[src/rtl/padc_pkg.sv]
package padc_pkg;
  localparam int WORD_W = 16;
  localparam int HALF_W = WORD_W / 2;

  function automatic logic [WORD_W-1:0] order_groups(input logic [WORD_W-1:0] w,
                                                      input logic swap);
    return swap ? {w[HALF_W-1:0], w[WORD_W-1:HALF_W]} : w;
  endfunction

  function automatic logic [WORD_W-1:0] next_code(input logic [WORD_W-1:0] w,
                                                   input logic [WORD_W-1:0] step);
    return w + step;
  endfunction
endpackage

[src/rtl/padc_timer.sv]
module padc_timer #(
  parameter int BUSY_DLY = 1,
  parameter int CONV_CYC = 8,
  parameter int HOLD_CYC = 5
) (
  input  logic clk,
  input  logic rst_n,
  input  logic rc_n,
  input  logic cs_n,
  output logic start_ev,
  output logic done_ev,
  output logic busy,
  output logic poison_win
);
  localparam int TOT = BUSY_DLY + CONV_CYC;
  localparam int CW  = $clog2(TOT + 1);

  logic          rc_prev;
  logic          act_q;
  logic [CW-1:0] el_q;

  assign start_ev = !act_q && !cs_n && rc_prev && !rc_n;
  assign done_ev  = act_q && (el_q == CW'(TOT - 1));

  always_ff @(posedge clk) begin
    if (!rst_n) begin
      rc_prev <= 1'b1;
      act_q   <= 1'b0;
      el_q    <= '0;
    end else begin
      rc_prev <= rc_n;
      if (start_ev) begin
        act_q <= 1'b1;
        el_q  <= '0;
      end else if (done_ev) begin
        act_q <= 1'b0;
        el_q  <= '0;
      end else if (act_q) begin
        el_q <= el_q + 1'b1;
      end
    end
  end

  assign busy       = !(act_q && (el_q >= CW'(BUSY_DLY)));
  assign poison_win = act_q && (el_q >= CW'(HOLD_CYC));
endmodule

[src/rtl/padc_src.sv]
module padc_src
  import padc_pkg::*;
#(
  parameter logic [WORD_W-1:0] SEQ_INIT = '0,
  parameter logic [WORD_W-1:0] SEQ_STEP = WORD_W'(1)
) (
  input  logic              clk,
  input  logic              rst_n,
  input  logic              load_en,
  input  logic [WORD_W-1:0] load_val,
  input  logic              done_ev,
  output logic [WORD_W-1:0] result
);
  logic [WORD_W-1:0] seq_q;

  always_ff @(posedge clk) begin
    if (!rst_n) begin
      seq_q  <= SEQ_INIT;
      result <= '0;
    end else begin
      if (done_ev) result <= seq_q;
      if (load_en)      seq_q <= load_val;
      else if (done_ev) seq_q <= next_code(seq_q, SEQ_STEP);
    end
  end
endmodule

[src/rtl/padc_bus.sv]
module padc_bus
  import padc_pkg::*;
#(
  parameter logic [WORD_W-1:0] POISON = 16'hDEAD
) (
  input  logic              rc_n,
  input  logic              cs_n,
  input  logic              byte_sel,
  input  logic              poison_win,
  input  logic [WORD_W-1:0] result,
  output logic              oe,
  output logic [WORD_W-1:0] data_o
);
  always_comb begin
    oe = !cs_n && rc_n;
    if (!oe)             data_o = '0;
    else if (poison_win) data_o = POISON;
    else                 data_o = order_groups(result, byte_sel);
  end
endmodule

[src/rtl/padc_emu.sv]
module padc_emu
  import padc_pkg::*;
#(
  parameter int                BUSY_DLY = 1,
  parameter int                CONV_CYC = 8,
  parameter int                HOLD_CYC = 5,
  parameter logic [WORD_W-1:0] SEQ_INIT = '0,
  parameter logic [WORD_W-1:0] SEQ_STEP = WORD_W'(1),
  parameter logic [WORD_W-1:0] POISON   = 16'hDEAD
) (
  input  logic              clk,
  input  logic              rst_n,
  input  logic              rc_n,
  input  logic              cs_n,
  input  logic              byte_sel,
  input  logic              load_en,
  input  logic [WORD_W-1:0] load_val,
  output logic              busy,
  output logic              oe,
  output logic [WORD_W-1:0] data_o
);
  logic              start_ev;
  logic              done_ev;
  logic              poison_win;
  logic [WORD_W-1:0] result;

  padc_timer #(.BUSY_DLY(BUSY_DLY), .CONV_CYC(CONV_CYC), .HOLD_CYC(HOLD_CYC)) u_tmr (
    .clk(clk), .rst_n(rst_n), .rc_n(rc_n), .cs_n(cs_n),
    .start_ev(start_ev), .done_ev(done_ev), .busy(busy), .poison_win(poison_win)
  );

  padc_src #(.SEQ_INIT(SEQ_INIT), .SEQ_STEP(SEQ_STEP)) u_src (
    .clk(clk), .rst_n(rst_n), .load_en(load_en), .load_val(load_val),
    .done_ev(done_ev), .result(result)
  );

  padc_bus #(.POISON(POISON)) u_bus (
    .rc_n(rc_n), .cs_n(cs_n), .byte_sel(byte_sel), .poison_win(poison_win),
    .result(result), .oe(oe), .data_o(data_o)
  );
endmodule

[config.mk]
export PLATFORM = sky130hd
export DESIGN_NAME = padc_emu
export DESIGN_NICKNAME = d
export VERILOG_FILES = /design/src/rtl/padc_pkg.sv /design/src/rtl/padc_timer.sv /design/src/rtl/padc_src.sv /design/src/rtl/padc_bus.sv /design/src/rtl/padc_emu.sv
export SDC_FILE = /design/constraint.sdc
export NUM_CORES = 1
export LEC_CHECK = 0
export ABC_AREA = 1
export BUFFER_PORTS_ARGS = -buffer_cell sky130_fd_sc_hd__buf_2
export CORE_ASPECT_RATIO = 0.75
export CORE_MARGIN = 1
export CORE_UTILIZATION = 43
export DETAILED_ROUTE_END_ITERATION = 12
export PLACE_DENSITY = 0.72
export SYNTH_ARGS = -nofsm -noshare
export SYNTH_HDL_FRONTEND = slang
export SYNTH_SLANG_ARGS = --single-unit
[constraint.sdc]
create_clock -name clk -period 3.56 [get_ports clk]
set_input_delay 0.712 -clock clk [delete_from_list [all_inputs] [get_ports clk]]
set_output_delay 0.712 -clock clk [all_outputs]
set_load 0.02 [all_outputs]
==> results.md <==
* Pwr Density at 347 nW/um^2
* # DRC at 0
* Routed length on met3 at 289 um
* Area growth from synthesis to layout at 13.4%
* CTS H-tree lvls at 2
* Ratio of cells with drive above 1 in the final layout at between 15 and 20%
* Leakage at around 1.1 nW
* Net Count, Synth at 353
* Worst EP arrival at roughly 2300 ps
* Setup crit start kind: register
* Tot GR Track Use at between 20% and 30%
* Fin cells at 418
* Top cell type's share of synthesized area at a little over a third
* Worst EP required at 2850 ps
* Post-DP HPWL at about 3900 um
* Longest Clk Path Bufs at 2
* Die area at about 5300 um^2
* Synth top area cells: dfxtp_1 (35%), nand2_1 (15%), o21ai_0 (6.5%)
* Top-count cell post-synth: nand2_1
* I/O pin count at 40
* Ant diodes at 0
* Post-CTS setup buffer count at 0
* Crit end category: output pin
* Final GP Congestion at 0.844
* Minimum clock period at 3030 ps
* VDD IR max at between 0.0002 and 0.0003 V
* Total CTS buffers at 5
* Final Hold Fails at 0
* Fraction of registers with async set/reset at 0%
* Final worst-path cycle share at 85.1%
* Die W at ~84 um
* Met2 wire len at between 2000 and 2500 um
* Final setup margin at between 500 and 600 ps
* Post-Route Utilization at 52.9%
* Synth cell count leaders: nand2_1 (84), dfxtp_1 (38), inv_1 (36)
* First-pass GRT wire length at roughly 9100 um
* Worst-Skew Late Latency at a little under 300 ps
* Sequential share of the synthesized area at between 30% and 40%
* Fin. max-slew vios at 0
* Class of the worst hold path: reg -> reg
* Post-CTS Hold Fix Bufs at 0
* Top sig layer: met4
* Pre-CTS WS at roughly 860 ps
* Fill count at around 500
* RSZ-0062 raised after global routing: no
* Number of global-route vias before repair at 1,910
* EDFF count, synth at 0
* CTS root buffer: clkbuf_8
* Area post-placement at between 2000 and 2500 um^2
* Final setup skew at roughly 3.4 ps
* Ys flop type: dfxtp_1
* Via count at around 2,200
* Total core area at between 4000 and 5000 um^2
* Initial core utilization at a little under half
* Worst hold slack at 504 ps
* Clock transition at path regs at 70 ps
* Final instance area at between 2000 and 2500 um^2
* Max Fclk at 330 MHz
* Syn. warnings at 0
* Mean routed wirelength per cell at ~13 um
* Total Neg Setup Slack at 0 ps
* Initial antenna violation count at 0
* Final nets at around 390
* Tot Pwr at between 0.8 and 0.9 mW
* Dominant cell type by area after synthesis: dfxtp_1
* Die H at approximately 63 um
* CP max FO at 12
* Setup violators final at 0
* Vias/cell at about 5.2
* Post-CTS resize count at 0
* Largest net degree at the start of global routing at 28
* Port bufs at 39
* Yosys reg bits at 38
* Synth cell types at 27
* Relative slew slack at between 60% and 70%
* Total gr overflow at 0
* DRT antenna net count at 0
* Avg Inst Size Synth at 6.59 um^2
* Placed Instances at between 400 and 500
* Mapped Cells at 327
* CTS tree: yes
* CTS Sinks at 38
* Max_cap viols at 0
* Status: finished, final reports clean
* Routed WL at 5230 um
* M1 wire length at 2760 um
* Tightest Pin Transition at around 550 ps
* Row cnt at 21
* Drt initial violations at 92
* WS Path Type: reg -> out
* Cell Area, Synth at ~2200 um^2
* First-pass DRT Iterations at 4
-- final timing paths --
kind / start / end / slack, ps / cells past startpoint
worst max-delay path: u_tmr.el_q[0]$_SDFFE_PP0P_ / data_o[1] / 530 / 8
worst min-delay path: u_src.seq_q[15]$_SDFFE_PN0P_ / u_src.result[15]$_SDFFE_PN0P_ / 500 / 2
worst min register to register: u_src.seq_q[15]$_SDFFE_PN0P_ / u_src.result[15]$_SDFFE_PN0P_ / 500 / 2
worst max register to register: u_tmr.el_q[0]$_SDFFE_PP0P_ / u_src.seq_q[5]$_SDFFE_PN0P_ / 1980 / 11
-- area by class of cell --
cell class / instances / area (um^2) / share of cell area, %
Sequential cell: 38 / 761 / 31.1
Multi-Input combinational cell: 236 / 1170 / 47.9
Tap cell: 57 / 71.3 / 2.92
Clock buffer: 7 / 86.3 / 3.53
Clock inverter: 1 / 5.00 / 0.205
Timing Repair Buffer: 39 / 195 / 7.98
Inverter: 40 / 155 / 6.35
-- kinds of logic after synthesis --
kind of cell,share of synthesized area (%)
AND/OR/NAND/NOR,29.4
AO/OA/AOI/OAI,19.3
buffers and inverters,10.4
flip-flops,35.3
XOR/XNOR,3.25
adder cells (fa/ha/maj),2.32
-- flip-flops by register name (all words and copies together), names as in the netlist --
| register | cells |
|---|---|
| u_src.seq_q | 16 |
| u_tmr.rc_prev | 1 |
| u_tmr.el_q | 4 |
| u_src.result | 16 |
| u_tmr.act_q | 1 |
-- power breakdown --
part           total [mW]  switching (mW)  internal (mW)
clock network       0.308           0.152          0.156
logic              0.0860          0.0551         0.0310
registers           0.454          0.0157          0.438
total               0.848           0.223          0.625
-- cell usage in the layout, fill, tap and decap left out --
cell type	synthesis	final
xor2_1	8	8
clkbuf_8	0	6
nand3_1	23	23
buf_2	4	39
a31oi_1	15	15
a31oi_2	1	1
a21oi_1	27	27
ha_1	4	4
nand2_1	84	84
nand2_8	1	1
dfxtp_1	38	38
nor2_4	2	2
nand2_2	2	2
o21ai_0	28	28
inv_2	2	2
inv_1	36	36
clkbuf_1	5	1
o21ai_1	3	3
nor2_1	28	28
inv_4	2	2
o31ai_1	1	1
nor2_2	4	4
clkinv_2	0	1
nand4_1	2	2
o22ai_1	2	2
or2_2	1	1
-- worst max-delay path, cell delays in order (launching register included) --
cell,delay (ps)
dfxtp_1,350
inv_1,90
ha_1,140
inv_1,60
or2_2,290
a31oi_2,430
nand2_1,250
a21oi_1,220
buf_2,190
-- layer usage --
metal | track usage [%] | vias up
met5 | 0 | -
met4 | 5.72 | 0
met3 | 4.33 | 6
met2 | 32.2 | 65
met1 | 30.1 | 962
li1 | - | 1131
(Power assumes the default switching activity.)
